$ cat src/rtl/smc_pkg.sv
package smc_pkg;
  localparam int NCS  = 6;
  localparam int CSW  = 3;
  localparam int ENW  = 10;

  // slow word field positions
  localparam int REC_LSB   = 28;
  localparam int WHOLD_LSB = 24;
  localparam int WWAIT_LSB = 4;
  localparam int RWAIT_LSB = 0;
  // fast word field positions
  localparam int RHOLD_LSB = 24;
  localparam int ADVOE_LSB = 16;
  localparam int AHOLD_BIT = 5;

  typedef struct packed {
    logic [3:0] rec;
    logic [3:0] wr_hold;
    logic [3:0] wr_wait;
    logic [3:0] rd_wait;
    logic [3:0] rd_hold;
    logic [1:0] adv_oe;
    logic       ahold;
  } tmg_t;

  typedef enum logic [2:0] {
    ST_IDLE, ST_RECOV, ST_LEAD, ST_RDW, ST_WRW, ST_HOLD
  } seq_st_t;

  function automatic logic cs_enabled(logic [ENW-1:0] en, logic [CSW-1:0] idx);
    case (idx)
      3'd0:    return |en[1:0];
      3'd1:    return |en[3:2];
      3'd2:    return en[4];
      3'd3:    return en[5];
      3'd4:    return |en[7:6];
      3'd5:    return |en[9:8];
      default: return 1'b0;
    endcase
  endfunction

  function automatic logic [3:0] read_lead(tmg_t t);
    logic [3:0] adv_sp;
    adv_sp = {2'b00, t.adv_oe} + {3'b000, t.ahold};
    return (t.rd_hold > adv_sp) ? t.rd_hold : adv_sp;
  endfunction
endpackage

$ cat src/rtl/smc_cfg_regs.sv
module smc_cfg_regs
  import smc_pkg::*;
#(
  parameter int CAW = 5
) (
  input  logic             clk,
  input  logic             rst_n,
  input  logic             cfg_we,
  input  logic [CAW-1:0]   cfg_addr,
  input  logic [31:0]      cfg_wdata,
  output logic [ENW-1:0]   en_o,
  output tmg_t             tmg_o [NCS]
);
  localparam logic [CAW-1:0] ADR_EN   = CAW'(16);
  localparam int             SLOW_BASE = 0;
  localparam int             FAST_BASE = 8;

  logic [ENW-1:0] en_q;
  logic           en_wr;

  assign en_wr = cfg_we && (cfg_addr == ADR_EN);

  always_ff @(posedge clk or negedge rst_n) begin
    if (!rst_n)     en_q <= '0;
    else if (en_wr) en_q <= cfg_wdata[ENW-1:0];
  end
  assign en_o = en_q;

  for (genvar g = 0; g < NCS; g++) begin : g_cs
    logic [15:0] slow_q;
    logic [6:0]  fast_q;
    logic        slow_wr, fast_wr;

    assign slow_wr = cfg_we && (cfg_addr == CAW'(SLOW_BASE + g));
    assign fast_wr = cfg_we && (cfg_addr == CAW'(FAST_BASE + g));

    always_ff @(posedge clk or negedge rst_n) begin
      if (!rst_n)       slow_q <= '0;
      else if (slow_wr) slow_q <= {cfg_wdata[REC_LSB+:4], cfg_wdata[WHOLD_LSB+:4],
                                   cfg_wdata[WWAIT_LSB+:4], cfg_wdata[RWAIT_LSB+:4]};
    end

    always_ff @(posedge clk or negedge rst_n) begin
      if (!rst_n)       fast_q <= '0;
      else if (fast_wr) fast_q <= {cfg_wdata[RHOLD_LSB+:4], cfg_wdata[ADVOE_LSB+:2],
                                   cfg_wdata[AHOLD_BIT]};
    end

    assign tmg_o[g] = '{rec: slow_q[15:12], wr_hold: slow_q[11:8], wr_wait: slow_q[7:4],
                        rd_wait: slow_q[3:0], rd_hold: fast_q[6:3], adv_oe: fast_q[2:1],
                        ahold: fast_q[0]};
  end

  // latency fields and other spare bits are deliberately not stored
  logic unused_bits;
  assign unused_bits = ^{cfg_wdata[23:8], cfg_wdata[31:28] & 4'h0};
endmodule

$ cat src/rtl/smc_seq.sv
module smc_seq
  import smc_pkg::*;
#(
  parameter int AW = 20,
  parameter int DW = 16
) (
  input  logic           clk,
  input  logic           rst_n,
  input  tmg_t           tmg_i [NCS],
  input  logic           req_valid,
  input  logic           req_ok,
  input  logic           req_write,
  input  logic [CSW-1:0] req_cs,
  input  logic [AW-1:0]  req_addr,
  input  logic [DW-1:0]  req_wdata,
  output logic           req_ready,
  output logic           rsp_done,
  output logic           rsp_err,
  output logic [DW-1:0]  rsp_rdata,
  output logic [NCS-1:0] mem_cs_n,
  output logic           mem_oe_n,
  output logic           mem_we_n,
  output logic           mem_adv_n,
  output logic [AW-1:0]  mem_addr,
  output logic [DW-1:0]  mem_dq_o,
  output logic           mem_dq_oe,
  input  logic [DW-1:0]  mem_dq_i
);
  seq_st_t        st_q, st_d;
  logic [3:0]     cnt_q, cnt_d;
  logic           first_q, first_d;
  logic           done_q, done_d, err_q, err_d;
  logic           last_rd_q, last_rd_d;
  logic [CSW-1:0] last_cs_q, last_cs_d;
  logic [CSW-1:0] cs_q;
  logic           wr_q;
  logic [AW-1:0]  addr_q;
  logic [DW-1:0]  wdata_q, rdata_q;
  logic           cap_req, cap_rd, go, go_wr;
  tmg_t           tm_act, tm_last, go_tm;
  logic [3:0]     go_lead;
  logic           bus_act;

  assign tm_act  = tmg_i[cs_q];
  assign tm_last = tmg_i[last_cs_q];
  assign go_tm   = (st_q == ST_IDLE) ? tmg_i[req_cs] : tm_act;
  assign go_wr   = (st_q == ST_IDLE) ? req_write : wr_q;
  assign go_lead = read_lead(go_tm);

  always_comb begin
    st_d      = st_q;
    cnt_d     = cnt_q;
    first_d   = 1'b0;
    done_d    = 1'b0;
    err_d     = 1'b0;
    cap_req   = 1'b0;
    cap_rd    = 1'b0;
    go        = 1'b0;
    last_rd_d = last_rd_q;
    last_cs_d = last_cs_q;
    case (st_q)
      ST_IDLE: if (req_valid) begin
        if (!req_ok) begin
          done_d = 1'b1;
          err_d  = 1'b1;
        end else begin
          cap_req = 1'b1;
          if (last_rd_q && ((req_cs != last_cs_q) || req_write)) begin
            st_d  = ST_RECOV;
            cnt_d = tm_last.rec;
          end else begin
            go = 1'b1;
          end
        end
      end
      ST_RECOV: if (cnt_q == 4'd0) go = 1'b1; else cnt_d = cnt_q - 4'd1;
      ST_LEAD: if (cnt_q == 4'd0) begin
        st_d  = ST_RDW;
        cnt_d = tm_act.rd_wait;
      end else cnt_d = cnt_q - 4'd1;
      ST_RDW: if (cnt_q == 4'd0) begin
        st_d      = ST_IDLE;
        done_d    = 1'b1;
        cap_rd    = 1'b1;
        last_rd_d = 1'b1;
        last_cs_d = cs_q;
      end else cnt_d = cnt_q - 4'd1;
      ST_WRW: if (cnt_q == 4'd0) begin
        st_d  = ST_HOLD;
        cnt_d = (tm_act.wr_hold == 4'd0) ? 4'd0 : tm_act.wr_hold - 4'd1;
      end else cnt_d = cnt_q - 4'd1;
      ST_HOLD: if (cnt_q == 4'd0) begin
        st_d      = ST_IDLE;
        done_d    = 1'b1;
        last_rd_d = 1'b0;
        last_cs_d = cs_q;
      end else cnt_d = cnt_q - 4'd1;
      default: st_d = ST_IDLE;
    endcase
    if (go) begin
      first_d = 1'b1;
      if (go_wr) begin
        st_d  = ST_WRW;
        cnt_d = go_tm.wr_wait;
      end else if (go_lead == 4'd0) begin
        st_d  = ST_RDW;
        cnt_d = go_tm.rd_wait;
      end else begin
        st_d  = ST_LEAD;
        cnt_d = go_lead - 4'd1;
      end
    end
  end

  always_ff @(posedge clk or negedge rst_n) begin
    if (!rst_n) begin
      st_q      <= ST_IDLE;
      cnt_q     <= '0;
      first_q   <= 1'b0;
      done_q    <= 1'b0;
      err_q     <= 1'b0;
      last_rd_q <= 1'b0;
      last_cs_q <= '0;
      cs_q      <= '0;
      wr_q      <= 1'b0;
    end else begin
      st_q      <= st_d;
      cnt_q     <= cnt_d;
      first_q   <= first_d;
      done_q    <= done_d;
      err_q     <= err_d;
      last_rd_q <= last_rd_d;
      last_cs_q <= last_cs_d;
      if (cap_req) begin
        cs_q <= req_cs;
        wr_q <= req_write;
      end
    end
  end

  always_ff @(posedge clk) begin
    if (cap_req) begin
      addr_q  <= req_addr;
      wdata_q <= req_wdata;
    end
    if (cap_rd) rdata_q <= mem_dq_i;
  end

  assign bus_act = (st_q == ST_LEAD) || (st_q == ST_RDW) || (st_q == ST_WRW) || (st_q == ST_HOLD);
  for (genvar g = 0; g < NCS; g++) begin : g_csn
    assign mem_cs_n[g] = !(bus_act && (cs_q == CSW'(g)));
  end
  assign mem_oe_n  = (st_q != ST_RDW);
  assign mem_we_n  = (st_q != ST_WRW);
  assign mem_adv_n = !first_q;
  assign mem_dq_oe = (st_q == ST_WRW) || (st_q == ST_HOLD);
  assign mem_addr  = addr_q;
  assign mem_dq_o  = wdata_q;
  assign req_ready = (st_q == ST_IDLE);
  assign rsp_done  = done_q;
  assign rsp_err   = err_q;
  assign rsp_rdata = rdata_q;

  // never two chip selects at once
  a_r10_cs_onehot: assert property (@(posedge clk) disable iff (!rst_n)
    $onehot0(~mem_cs_n));
  // ready only with the bus quiet
  a_r10_ready_idle: assert property (@(posedge clk) disable iff (!rst_n)
    req_ready |-> (&mem_cs_n && mem_oe_n && mem_we_n));
  // no drive while the memory may drive
  a_r9_no_drive_on_read: assert property (@(posedge clk) disable iff (!rst_n)
    !mem_oe_n |-> !mem_dq_oe);
  // address valid lasts one cycle
  a_r3_adv_single: assert property (@(posedge clk) disable iff (!rst_n)
    !mem_adv_n |=> mem_adv_n);
  // write strobe only inside a chip-select window
  a_r5_we_in_cs: assert property (@(posedge clk) disable iff (!rst_n)
    !mem_we_n |-> !(&mem_cs_n));
  // a reject leaves the bus quiet
  a_r2_reject_quiet: assert property (@(posedge clk) disable iff (!rst_n)
    (rsp_done && rsp_err) |-> (&mem_cs_n && $past(&mem_cs_n)));
endmodule

$ cat src/rtl/smc_xbus.sv
module smc_xbus
  import smc_pkg::*;
#(
  parameter int AW = 20,
  parameter int DW = 16
) (
  input  logic           clk,
  input  logic           rst_n,
  input  logic           cfg_we,
  input  logic [4:0]     cfg_addr,
  input  logic [31:0]    cfg_wdata,
  input  logic           req_valid,
  output logic           req_ready,
  input  logic           req_write,
  input  logic [2:0]     req_cs,
  input  logic [AW-1:0]  req_addr,
  input  logic [DW-1:0]  req_wdata,
  output logic           rsp_done,
  output logic           rsp_err,
  output logic [DW-1:0]  rsp_rdata,
  output logic [5:0]     mem_cs_n,
  output logic           mem_oe_n,
  output logic           mem_we_n,
  output logic           mem_adv_n,
  output logic [AW-1:0]  mem_addr,
  output logic [DW-1:0]  mem_dq_o,
  output logic           mem_dq_oe,
  input  logic [DW-1:0]  mem_dq_i
);
  logic [1:0]     rst_sync_q;
  logic           rst_int_n;
  logic [ENW-1:0] en;
  tmg_t           tmg [NCS];
  logic           req_ok;

  always_ff @(posedge clk or negedge rst_n) begin
    if (!rst_n) rst_sync_q <= 2'b00;
    else        rst_sync_q <= {rst_sync_q[0], 1'b1};
  end
  assign rst_int_n = rst_sync_q[1];

  assign req_ok = cs_enabled(en, req_cs);

  smc_cfg_regs #(.CAW(5)) u_cfg (
    .clk(clk), .rst_n(rst_int_n), .cfg_we(cfg_we), .cfg_addr(cfg_addr),
    .cfg_wdata(cfg_wdata), .en_o(en), .tmg_o(tmg)
  );

  smc_seq #(.AW(AW), .DW(DW)) u_seq (
    .clk(clk), .rst_n(rst_int_n), .tmg_i(tmg), .req_valid(req_valid),
    .req_ok(req_ok), .req_write(req_write), .req_cs(req_cs), .req_addr(req_addr),
    .req_wdata(req_wdata), .req_ready(req_ready), .rsp_done(rsp_done),
    .rsp_err(rsp_err), .rsp_rdata(rsp_rdata), .mem_cs_n(mem_cs_n),
    .mem_oe_n(mem_oe_n), .mem_we_n(mem_we_n), .mem_adv_n(mem_adv_n),
    .mem_addr(mem_addr), .mem_dq_o(mem_dq_o), .mem_dq_oe(mem_dq_oe),
    .mem_dq_i(mem_dq_i)
  );
endmodule

$ cat config.mk
export PLATFORM = sky130hd
export DESIGN_NAME = smc_xbus
export DESIGN_NICKNAME = d
export VERILOG_FILES = /design/src/rtl/smc_pkg.sv /design/src/rtl/smc_cfg_regs.sv /design/src/rtl/smc_seq.sv /design/src/rtl/smc_xbus.sv
export SDC_FILE = /design/constraint.sdc
export NUM_CORES = 1
export LEC_CHECK = 0
export ABC_CLOCK_PERIOD_IN_PS = 6600
export BUFFER_PORTS_ARGS = -buffer_cell sky130_fd_sc_hd__buf_2
export CORE_MARGIN = 2
export CORE_UTILIZATION = 45
export DETAILED_ROUTE_END_ITERATION = 7
export PLACE_DENSITY_LB_ADDON = 0.12
export SLEW_MARGIN = 20
export SYNTH_ARGS = -nofsm -noshare
export SYNTH_HDL_FRONTEND = slang
export SYNTH_SLANG_ARGS = --single-unit
export TNS_END_PERCENT = 1
$ cat constraint.sdc
create_clock -name clk -period 6.6 [get_ports clk]
set_input_delay 1.32 -clock clk [delete_from_list [all_inputs] [get_ports clk]]
set_output_delay 1.32 -clock clk [all_outputs]
set_load 0.005 [all_outputs]
==> impl_metrics.json, run 1 <==
{
  "grt_max_degree": 73,
  "drt_wl_total_mm": 28.23,
  "grt_remaining_overflow": 0,
  "hold_viol": 0,
  "synth_edf_count": 52,
  "htree_levels": 1,
  "switchingPower_w": 0.002097,
  "rows": 56,
  "crit_top_cell": "ha_1",
  "initial_core_util_pct": 45.83,
  "dpl.hpwl_mm": 18.78,
  "rsz0062_at_grt": "false",
  "fmax_ghz": 0.1892,
  "syn_area_um2": 10760,
  "critPathKind": "in -> reg",
  "seq_power_share_pct": 33.6,
  "setup_tns_ns": 0,
  "grt_pass1_vias": 7290,
  "worst_hold_path_type": "reg -> reg",
  "leakagePower_nw": 5.560,
  "pwr-share-clk_pct": 25.3,
  "gr-usage-all-layers_pct": 22.83,
  "drtAntennaViolNets": 0,
  "slowest_stage": "mux4_2",
  "fill_cells": 2057,
  "ios": 162,
  "synth_cell_types": 66,
  "yosysWarnings": 0,
  "end_kind": "flip-flop",
  "max-vdd-ir-drop_mv": 0.2042,
  "synth-seq-area-share_pct": 53.60,
  "slew_headroom_pct": 28.17,
  "drt_iter0_drc": 632,
  "clk_pin_slew_ns": 0.06,
  "cts_resized": 0,
  "final_cell_mix": "166 x dfrtp_1, 154 x mux2_2, 149 x buf_2, 52 x edfxtp_1, 48 x nand2_1",
  "timing.rr.start": "u_seq.cs_q[0]$_DFFE_PN0P_",
  "cp_data_arrival_time_ns": 5.70,
  "final_common_cell": "dfrtp_1",
  "nets": 1097,
  "cts_tree": "built",
  "setup_violations": 0,
  "dieArea_um2": 25160,
  "synth_nets": 954,
  "die_h_um": 158.6,
  "clkSinkCount": 220,
  "pwr-share-comb_pct": 41.1,
  "critPathMaxStageDelay_ns": 0.58,
  "numPortBuffers": 149,
  "drive_above_1_share_pct": 39.31,
  "post-cts-setup-buffer-count": 0,
  "antenna_cells": 0,
  "core_area_um2": 23470,
  "fp.dieW_um": 158.6,
  "finalCritPeriodShare_pct": 80.10,
  "grt_pass1_wl_mm": 43.06,
  "worstPathMaxFanout": 14,
  "cts_hold_buf": 0,
  "drv_cap": 0,
  "clk_path_buf_depth": 3,
  "syn_area_per_cell_um2": 12.67,
  "synth_cells": 849,
  "num_vias": 7498,
  "finClkSkew_ns": 0.02791,
  "cellPowerDensity_nw_per_um2": 444.6,
  "via_per_inst": 5.642,
  "period_needed_ns": 5.287,
  "gp_congestion": 0.9085,
  "numCtsBuffers": 24,
  "synth_seq_cells": 220,
  "crit_chain": "buf_2 -> mux4_2 -> a21oi_1 -> o21ai_0 -> ha_1 -> ha_1 -> inv_1 -> ha_1 -> nor3b_1 -> o21a_1 -> or3_1 -> mux2i_1 -> ha_1 -> inv_1 -> a311oi_2 -> nand2_1 -> or3_1 -> o211ai_1",
  "drcViolationCount": 0,
  "swShare_pct": 37.15,
  "async_reset_ff_share_pct": 76.36,
  "wl_per_cell_um": 21.24,
  "run_status": "complete, no violations",
  "final_area_um2": 12700,
  "cp.required_ns": 7.02,
  "clock-root-buffer": "clkbuf_16",
  "antenna_found_initial": 0,
  "synthToLayoutAreaGrowth_pct": 18.04,
  "synth_ff_type": "dfrtp_1",
  "holdWs_ns": 0.3546,
  "maxSlewViolCount": 0,
  "clock_latency_ns": 0.53,
  "hp-start": "rst_sync_q[0]$_DFF_PN0_",
  "firstDrtPassIters": 4,
  "placed_area_um2": 11860,
  "worst_pin_slew_ns": 1.075,
  "crit_start": "req_cs[0]",
  "p_int_w": 0.003548,
  "cp-start-kind": "input pin"
}
==> power groups by stage <==
| stage | Combinational [W] | Sequential, W | Clock, W |
|---|---|---|---|
| global route | 0.00255 | 0.00194 | 0.00152 |
| detailed placement | 0.00229 | 0.00192 | 0 |
| floorplan | 0.00171 | 0.00182 | 0 |
| global placement | 0.00226 | 0.00191 | 0 |
| CTS | 0.00230 | 0.00189 | 0.00147 |
| finish | 0.00232 | 0.00190 | 0.00143 |
==> final timing paths <==
kind | end | slack (ns) | depth (start not counted)
max | u_seq.cnt_q[3]$_DFFE_PN0P_ | 1.31 | 18
min | rst_sync_q[1]$_DFF_PN0_ | 0.35 | 0
max reg2reg | u_seq.cnt_q[3]$_DFFE_PN0P_ | 1.61 | 21
min reg2reg | rst_sync_q[1]$_DFF_PN0_ | 0.35 | 0
max in group asynchronous | u_seq.rsp_done$_DFF_PN0_ | 4.92 | 1
min in group asynchronous | u_cfg.g_cs[3].fast_q[6]$_DFFE_PN0P_ | 0.47 | 0
==> worst max-delay path: cells and delay by family <==
kind / cells / cell delay [ns]
and+or+nand+nor: 4 / 1.15
AOI/OAI and AO/OA: 5 / 0.94
adders and majority gates: 4 / 0.92
muxes: 2 / 0.76
buffers and inverters: 3 / 0.61
==> layout make-up <==
type / instances / area [µm²] / area share (%)
Inverter: 25 / 93.84 / 0.7391
Clock inverter: 14 / 197.7 / 1.557
Tap cell: 319 / 399.1 / 3.143
Multi-Input combinational cell: 554 / 4711 / 37.10
Timing Repair Buffer: 167 / 880.8 / 6.937
Sequential cell: 220 / 5771 / 45.45
Clock buffer: 30 / 644.4 / 5.075
==> cells by family (layout without fill, tap and decap cells) <==
logic type | after synthesis | in the layout | synth area share, %
AO/OA/AOI/OAI | 162 | 162 | 9.992
AND/OR/NAND/NOR | 162 | 162 | 7.654
multiplexers | 216 | 216 | 24.62
flip-flops | 220 | 220 | 53.60
adder cells (fa/ha/maj) | 9 | 9 | 1.024
buffers and inverters | 75 | 236 | 2.745
other | 1 | 1 | 0.03486
XOR/XNOR | 4 | 4 | 0.3258
==> metrics by stage <==
stage / setup WS (ns) / util (%) / power (W) / instances
after floorplan: 0.5528 / - / 0.003522 / 849
after detailed placement: 0.8376 / 50.51 / 0.004211 / 1285
after CTS: 1.393 / 54.09 / 0.005658 / 1329
after global placement: 0.9287 / 50.51 / 0.004172 / 1285
after global routing: 1.122 / 54.09 / 0.006009 / 1329
final: 1.313 / 54.09 / 0.005645 / 1329
==> registers in the layout, summed over array words and instances, names as in the netlist, 2 cells and up <==
| name | count |
|---|---|
| u_seq.mem_addr | 20 |
| u_cfg.g_cs.slow_q | 96 |
| u_seq.last_cs_q | 3 |
| u_seq.st_q | 3 |
| u_seq.rsp_rdata | 16 |
| rst_sync_q | 2 |
| u_cfg.en_o | 10 |
| u_cfg.g_cs.fast_q | 42 |
| u_seq.cs_q | 3 |
| u_seq.cnt_q | 4 |
| u_seq.mem_dq_o | 16 |
==> synthesized netlist by cell type (all sizes together), types with 2 or more instances <==
| cell type | n | share of area (%) |
|---|---|---|
| nor3b | 5 | 0.35 |
| o22ai | 24 | 1.4 |
| o31ai | 4 | 0.28 |
| o41a | 2 | 0.21 |
| a22o | 3 | 0.24 |
| a211oi | 5 | 0.35 |
| o21a | 2 | 0.14 |
| nand4 | 3 | 0.17 |
| nand3 | 11 | 0.51 |
| a311oi | 2 | 0.22 |
| mux2 | 156 | 16 |
| a221oi | 6 | 0.49 |
| a31oi | 9 | 0.52 |
| or3 | 3 | 0.17 |
| nand2 | 48 | 1.7 |
| edfxtp | 52 | 15 |
| inv | 25 | 0.87 |
| nor2 | 26 | 0.91 |
| a22oi | 10 | 0.79 |
| o21ai | 30 | 1.4 |
| nand2b | 18 | 1.0 |
| dfrtp | 168 | 39 |
| nor3 | 16 | 0.74 |
| o22a | 4 | 0.33 |
| o211ai | 4 | 0.28 |
| mux4 | 23 | 4.8 |
| and2 | 3 | 0.17 |
| a21oi | 44 | 2.0 |
| clkbuf | 39 | 1.4 |
| nor2b | 10 | 0.58 |
| ha | 8 | 0.93 |
| nand4b | 2 | 0.16 |
| nand3b | 3 | 0.21 |
| buf | 11 | 0.51 |
| mux2i | 37 | 3.4 |
| and3 | 4 | 0.23 |
| xor2 | 3 | 0.24 |
| or2 | 5 | 0.29 |
| a21o | 3 | 0.21 |
| a311o | 2 | 0.19 |
==> metal layers <==
metal  up-vias  wire length (µm)  part of all wire, %  track usage (%)
met3        53              1737                  6.2            3.048
met2       260             12430                   44            34.67
met4         0               738                  2.6            7.508
met1      3722             13330                   47            33.91
met5         -                 0                    0                0
li1       3463                 -                    -                -
(Power assumes the default switching activity.)
==> run 2, diff against run 1 <==
--- a/config.mk
+++ b/config.mk
@@ -5,7 +5,8 @@
 export SDC_FILE = /design/constraint.sdc
 export NUM_CORES = 1
 export LEC_CHECK = 0
-export ABC_CLOCK_PERIOD_IN_PS = 6600
+export ABC_AREA = 1
+export ABC_CLOCK_PERIOD_IN_PS = 5200
 export BUFFER_PORTS_ARGS = -buffer_cell sky130_fd_sc_hd__buf_2
 export CORE_MARGIN = 2
 export CORE_UTILIZATION = 45
==> constraint.sdc (replaced) <==
create_clock -name clk -period 5.2 [get_ports clk]
set_input_delay 1.04 -clock clk [delete_from_list [all_inputs] [get_ports clk]]
set_output_delay 1.04 -clock clk [all_outputs]
set_load 0.005 [all_outputs]
==> run 2 against run 1 <==
Effect of this change: sequential share of layout area increased by 1.9 points; worst setup slack worse by 0.23 ns; final area decreased by 3.9%; wire length increased by 4.5%; die area fell by 3.7%; critical endpoint is now u_seq.cnt_q[0]$_DFFE_PN0P_.
==> impl_metrics.json, run 2 <==
{
  "gr-usage-all-layers_pct": 24.30,
  "yosysWarnings": 0,
  "max-vdd-ir-drop_mv": 0.3144,
  "finClkSkew_ns": 0.01178,
  "grt_pass1_vias": 8452,
  "synth_commonest_cells": "335 x nand2_1, 196 x o21ai_0, 168 x dfrtp_1, 83 x inv_1, 53 x nor2_1",
  "worst_hold_path_type": "in -> async",
  "clk_pin_slew_ns": 0.07,
  "dieArea_um2": 24220,
  "synth_top_family_by_area": "simple AND/OR/NAND/NOR gates",
  "grt_remaining_overflow": 0,
  "synth_ff_type": "dfrtp_1",
  "synthXorXnorAreaFrac_pct": 0.4233,
  "core_area_um2": 22570,
  "synth_edf_count": 52,
  "run_status": "complete, no violations",
  "synth-compound-area-share_pct": 17.56,
  "end_kind": "flip-flop",
  "drive_above_1_share_pct": 18.41,
  "clock-root-buffer": "clkbuf_16",
  "drv_cap": 0,
  "drt_wl_total_mm": 29.51,
  "met2_length_mm": 12.88,
  "period_needed_ns": 4.119,
  "largest-register": "u_cfg.g_cs.slow_q",
  "layout_setup_ws_ns": 1.081,
  "nets": 1423,
  "grt_pass1_wl_mm": 46.46,
  "fill_cells": 2177,
  "leakagePower_nw": 5.638,
  "synth_seq_cells": 220,
  "synth_top_cell_by_area": "dfrtp_1",
  "async_reset_ff_share_pct": 76.36,
  "cts_tree": "built",
  "wl_met1_mm": 13.63,
  "synth-simple-area-share_pct": 18.93,
  "synth_cell_types": 49,
  "htree_levels": 1,
  "synth_most_common_cell": "nand2_1",
  "clk_path_buf_depth": 3,
  "synth-seq-area-share_pct": 55.73,
  "initial_core_util_pct": 45.84,
  "syn_area_um2": 10350,
  "numCtsBuffers": 24,
  "post-cts-setup-buffer-count": 0,
  "synth_fa_ha_area_share_pct": 0.9675,
  "setup_tns_ns": 0,
  "firstDrtPassIters": 6,
  "cp-start-kind": "flip-flop",
  "highest_layer": "met4",
  "drcViolationCount": 0,
  "multi_input_area_um2": 3983,
  "seqCellArea_um2": 5769,
  "antenna_cells": 0,
  "setup_violations": 0,
  "synth_nets": 1291,
  "grt_max_degree": 167,
  "drt_iter0_drc": 763,
  "synthToLayoutAreaGrowth_pct": 17.90,
  "fp.dieW_um": 155.6,
  "final_common_cell": "nand2_1",
  "cellPowerDensity_nw_per_um2": 548.5,
  "cts_hold_buf": 0,
  "wl_per_cell_um": 18.21,
  "worst_pin_slew_ns": 0.9494,
  "clkSinkCount": 220,
  "clock_latency_ns": 0.52,
  "pre_cts_slack_ns": 0.6852,
  "finalCritPeriodShare_pct": 79.22,
  "num_vias": 8867,
  "yosys-top-cells-area": "dfrtp_1 41%, edfxtp_1 15%, nand2_1 12%",
  "syn_area_per_cell_um2": 8.724,
  "cp_data_arrival_time_ns": 4.53,
  "worstPathMaxFanout": 20,
  "largest_reg_flops": 96,
  "hold_viol": 0,
  "ios": 162,
  "synth_top_area_share_pct": 40.63,
  "synthMuxAreaShare_pct": 0.4112,
  "maxSlewViolCount": 0,
  "slew_headroom_pct": 36.71,
  "critPathKind": "reg -> reg",
  "cts_resized": 0,
  "fmax_ghz": 0.2428,
  "rsz0062_at_grt": "false",
  "wl_met3_mm": 2.340,
  "gp_congestion": 0.8802,
  "die_h_um": 155.6,
  "dpl.hpwl_mm": 19.51,
  "via_per_inst": 5.470,
  "antenna_found_initial": 0,
  "drtAntennaViolNets": 0,
  "cp.required_ns": 5.61,
  "synth_cells": 1186,
  "final_cell_mix": "331 x nand2_1, 196 x o21ai_0, 167 x dfrtp_1, 149 x buf_2, 83 x inv_1",
  "numPortBuffers": 149,
  "rows": 55
}
[run 2: cell types whose count changed after synthesis, moves of 12 or more]
cell,change
inv_1,+60
mux2i_1,-35
o21ai_0,+168
a21oi_1,-24
mux2_2,-152
nand3_1,+40
nor2_1,+27
nand2_1,+287
mux4_2,-23
a22oi_1,+12
nand2b_1,-18
[run 2: critical path, stage by stage (launching register included)]
cell	delay [ns]
dfrtp_1	0.43
nor2_2	0.18
nand2_2	0.33
inv_1	0.73
nand2_1	0.11
o22ai_1	0.18
ha_1	0.21
ha_1	0.14
inv_1	0.05
ha_1	0.29
nand2_1	0.05
a21oi_1	0.11
nand3_1	0.15
nand2_2	0.12
nand2_1	0.07
nand2_1	0.11
ha_1	0.20
inv_1	0.09
nor2_4	0.13
nand2_2	0.07
clkinv_1	0.07
o21ai_1	0.06
nand3_1	0.07
nand2_1	0.05
[run 2: final timing paths]
check	slack [ns]	to	cells after the start	startpoint
min in group clk	0.35	rst_sync_q[1]$_DFF_PN0_	0	rst_sync_q[0]$_DFF_PN0_
hold reg to reg	0.35	rst_sync_q[1]$_DFF_PN0_	0	rst_sync_q[0]$_DFF_PN0_
setup reg to reg	1.08	u_seq.cnt_q[0]$_DFFE_PN0P_	23	u_seq.st_q[2]$_DFFE_PN0P_
hold / removal	0.29	rst_sync_q[0]$_DFF_PN0_	1	rst_n
setup / recovery	1.08	u_seq.cnt_q[0]$_DFFE_PN0P_	23	u_seq.st_q[2]$_DFFE_PN0P_
max in group asynchronous	4.02	u_cfg.g_cs[2].fast_q[3]$_DFFE_PN0P_	1	rst_sync_q[1]$_DFF_PN0_
[run 2: per-layer routing]
| layer | vias to the layer above | GRT usage (%) |
|---|---|---|
| li1 | 4279 | - |
| met1 | 4149 | 34.87 |
| met2 | 385 | 38.45 |
| met3 | 54 | 3.972 |
| met4 | 0 | 6.640 |
| met5 | - | 0 |
[run 2: per-stage QoR]
step / util (%) / hold WS, ns / cells / total power [W] / cell area, µm²
finish: 54.04 / 0.2940 / 1621 / 0.006690 / 12200
detailed placement: 50.24 / 0.3356 / 1576 / 0.004897 / 11340
global placement: 50.24 / 0.3362 / 1576 / 0.004859 / 11340
CTS: 53.87 / 0.2820 / 1620 / 0.006691 / 12160
floorplan: - / 0.3312 / 1186 / 0.004162 / 10350
global route: 54.04 / 0.2826 / 1621 / 0.007152 / 12200
[run 2: logic make-up (layout without fill, tap and decap cells)]
kind of cell,count (synthesis),after routing
buffers and inverters,157,307
XOR/XNOR,5,5
AO/OA/AOI/OAI,316,316
multiplexers,4,4
flip-flops,220,220
adder cells (fa/ha/maj),8,8
AND/OR/NAND/NOR,475,475
other,1,1
[run 2: final cells by class]
class                           count  area share [%]
Clock buffer                       33           5.621
Timing Repair Buffer              165           7.365
Tap cell                          285           2.923
Clock inverter                     11           1.108
Sequential cell                   220           47.30
Multi-Input combinational cell    809           32.65
Inverter                           98           3.036
[run 2: power breakdown]
| group | total (W) | leakage (nW) | switching (W) | internal, W |
|---|---|---|---|---|
| Clock | 0.00178 | 0.404 | 0.000709 | 0.00107 |
| Sequential | 0.00234 | 2.63 | 0.000266 | 0.00208 |
| Combinational | 0.00257 | 2.60 | 0.00170 | 0.000868 |
| Total | 0.00669 | 5.64 | 0.00267 | 0.00402 |
==> run 3, diff against run 2 <==
--- a/config.mk
+++ b/config.mk
@@ -6,7 +6,7 @@
 export NUM_CORES = 1
 export LEC_CHECK = 0
 export ABC_AREA = 1
-export ABC_CLOCK_PERIOD_IN_PS = 5200
+export ABC_CLOCK_PERIOD_IN_PS = 4150
 export BUFFER_PORTS_ARGS = -buffer_cell sky130_fd_sc_hd__buf_2
 export CORE_MARGIN = 2
 export CORE_UTILIZATION = 45
==> constraint.sdc (replaced) <==
create_clock -name clk -period 4.15 [get_ports clk]
set_input_delay 0.83 -clock clk [delete_from_list [all_inputs] [get_ports clk]]
set_output_delay 0.83 -clock clk [all_outputs]
set_load 0.005 [all_outputs]
==> run 3 against run 2 <==
Effect of this change: wire length up 2.3%; non-clock buffer count is 16 higher; largest cell class unchanged; critical path type unchanged; critical path depth is 2 higher.
==> impl_metrics.json, run 3 (synthesized netlist as in run 2, its figures left out) <==
{
  "numCtsBuffers": 25,
  "fmax_ghz": 0.2681,
  "cts_tree": "built",
  "slew_headroom_pct": 50.04,
  "ios": 162,
  "dieArea_um2": 24220,
  "worstPathMaxFanout": 10,
  "grt_pass1_vias": 8452,
  "wl_per_cell_um": 18.42,
  "cts_resized": 0,
  "via_per_inst": 5.492,
  "cp-start-kind": "flip-flop",
  "firstDrtPassIters": 5,
  "largest-register": "u_cfg.g_cs.slow_q",
  "initial_core_util_pct": 45.84,
  "largest_reg_flops": 96,
  "run_status": "complete, no violations",
  "timing.rr.start": "u_seq.cs_q[1]$_DFFE_PN0P_",
  "holdWs_ns": 0.07491,
  "numPortBuffers": 149,
  "drtAntennaViolNets": 0,
  "drt_wl_total_mm": 30.18,
  "final_cell_mix": "335 x nand2_1, 196 x o21ai_0, 167 x dfrtp_1, 149 x buf_2, 83 x inv_1",
  "cp.required_ns": 4.57,
  "drt_iter0_drc": 689,
  "clk_path_buf_depth": 3,
  "clock_latency_ns": 0.53,
  "drive_above_1_share_pct": 19.50,
  "die_h_um": 155.6,
  "rsz0062_at_grt": "false",
  "setup_violations": 0,
  "num_vias": 9002,
  "grt_pass1_wl_mm": 47.37,
  "leakagePower_nw": 5.747,
  "critPathKind": "reg -> reg",
  "maxSlewViolCount": 0,
  "end_kind": "flip-flop",
  "clk_pin_slew_ns": 0.06,
  "worst_pin_slew_ns": 0.7495,
  "cellPowerDensity_nw_per_um2": 696.5,
  "core_area_um2": 22570,
  "finClkSkew_ns": 0.01327,
  "cp_data_arrival_time_ns": 4.15,
  "drcViolationCount": 0,
  "grt_max_degree": 81,
  "htree_levels": 1,
  "grt_remaining_overflow": 0,
  "clock-root-buffer": "clkbuf_16",
  "final_common_cell": "nand2_1",
  "post-cts-setup-buffer-count": 0,
  "setup_tns_ns": 0,
  "period_needed_ns": 3.730,
  "nets": 1440,
  "crit_start": "u_seq.cs_q[1]$_DFFE_PN0P_",
  "gr-usage-all-layers_pct": 24.85,
  "antenna_cells": 0,
  "hold_viol": 0,
  "worst_hold_path_type": "in -> async",
  "rows": 55,
  "cts_hold_buf": 0,
  "finalCritPeriodShare_pct": 89.88,
  "max-vdd-ir-drop_mv": 0.3288,
  "drv_cap": 0,
  "fp.dieW_um": 155.6,
  "synthToLayoutAreaGrowth_pct": 19.60,
  "gp_congestion": 0.9302,
  "dpl.hpwl_mm": 20.81,
  "antenna_found_initial": 0,
  "clkSinkCount": 220
}
-- run 3: cell type report --
class,instances,area [µm²]
tap,285,356.6
timing repair buffer,181,998.5
clock inverter,12,177.7
clock buffer,34,729.5
multi-input combinational,809,3973
sequential,220,5769
inverter,98,370.4
fill,2168,10200
-- run 3: worst paths after layout --
check | to | slack, ns | cells after the start
max | u_seq.cnt_q[0]$_DFFE_PN0P_ | 0.42 | 25
min | rst_sync_q[1]$_DFF_PN0_ | 0.07 | 1
max reg2reg | u_seq.cnt_q[0]$_DFFE_PN0P_ | 0.42 | 25
min reg2reg | rst_sync_q[1]$_DFF_PN0_ | 0.35 | 0
max in group asynchronous | u_seq.last_cs_q[0]$_DFFE_PN0P_ | 2.80 | 1
min in group clk | rst_sync_q[1]$_DFF_PN0_ | 0.35 | 0
-- run 3: through the flow --
stage	total power, W	worst slack, ns	util, %	instance area (µm²)	instances
after floorplan	0.005215	0.2663	-	10350	1186
after global placement	0.006162	0.06952	50.80	11470	1593
after detailed placement	0.006207	0.04555	50.80	11470	1593
after CTS	0.008636	0.4767	54.82	12370	1639
after global routing	0.009213	0.05536	54.82	12370	1639
final	0.008619	0.4201	54.82	12370	1639
-- run 3: routing by layer --
metal  track usage, %  part of all wire (%)  up-vias  routed length [µm]
li1                 -                     -     4325                   -
met4            7.296                   2.2        0                 664
met3            4.139                   7.3       50                2195
met2            38.54                    44      361               13330
met1            36.12                    46     4266               14000
met5                0                     0        -                   0
-- run 3: worst max-delay path: stages (launching register included) --
cell and delay, ns:
dfrtp_1 0.56, inv_2 0.13, nor2_4 0.35, a22oi_1 0.12
o221ai_1 0.10, nand2_1 0.07, a31oi_1 0.15, a21o_1 0.12
ha_1 0.15, ha_1 0.14, inv_1 0.05, ha_1 0.29
nand2_1 0.05, a21oi_1 0.10, nand3_1 0.15, nand2_2 0.12
nand2_1 0.08, nand2_1 0.11, ha_1 0.20, inv_1 0.09
nor2_4 0.13, nand2_2 0.08, clkinv_1 0.07, o21ai_1 0.06
nand3_1 0.06, nand2_1 0.05
-- run 3: report_power, final --
group	switching [W]	internal [W]	total, W
logic	0.00215	0.00114	0.00329
registers	0.000333	0.00260	0.00294
clock network	0.000909	0.00148	0.00239
total	0.00339	0.00522	0.00862
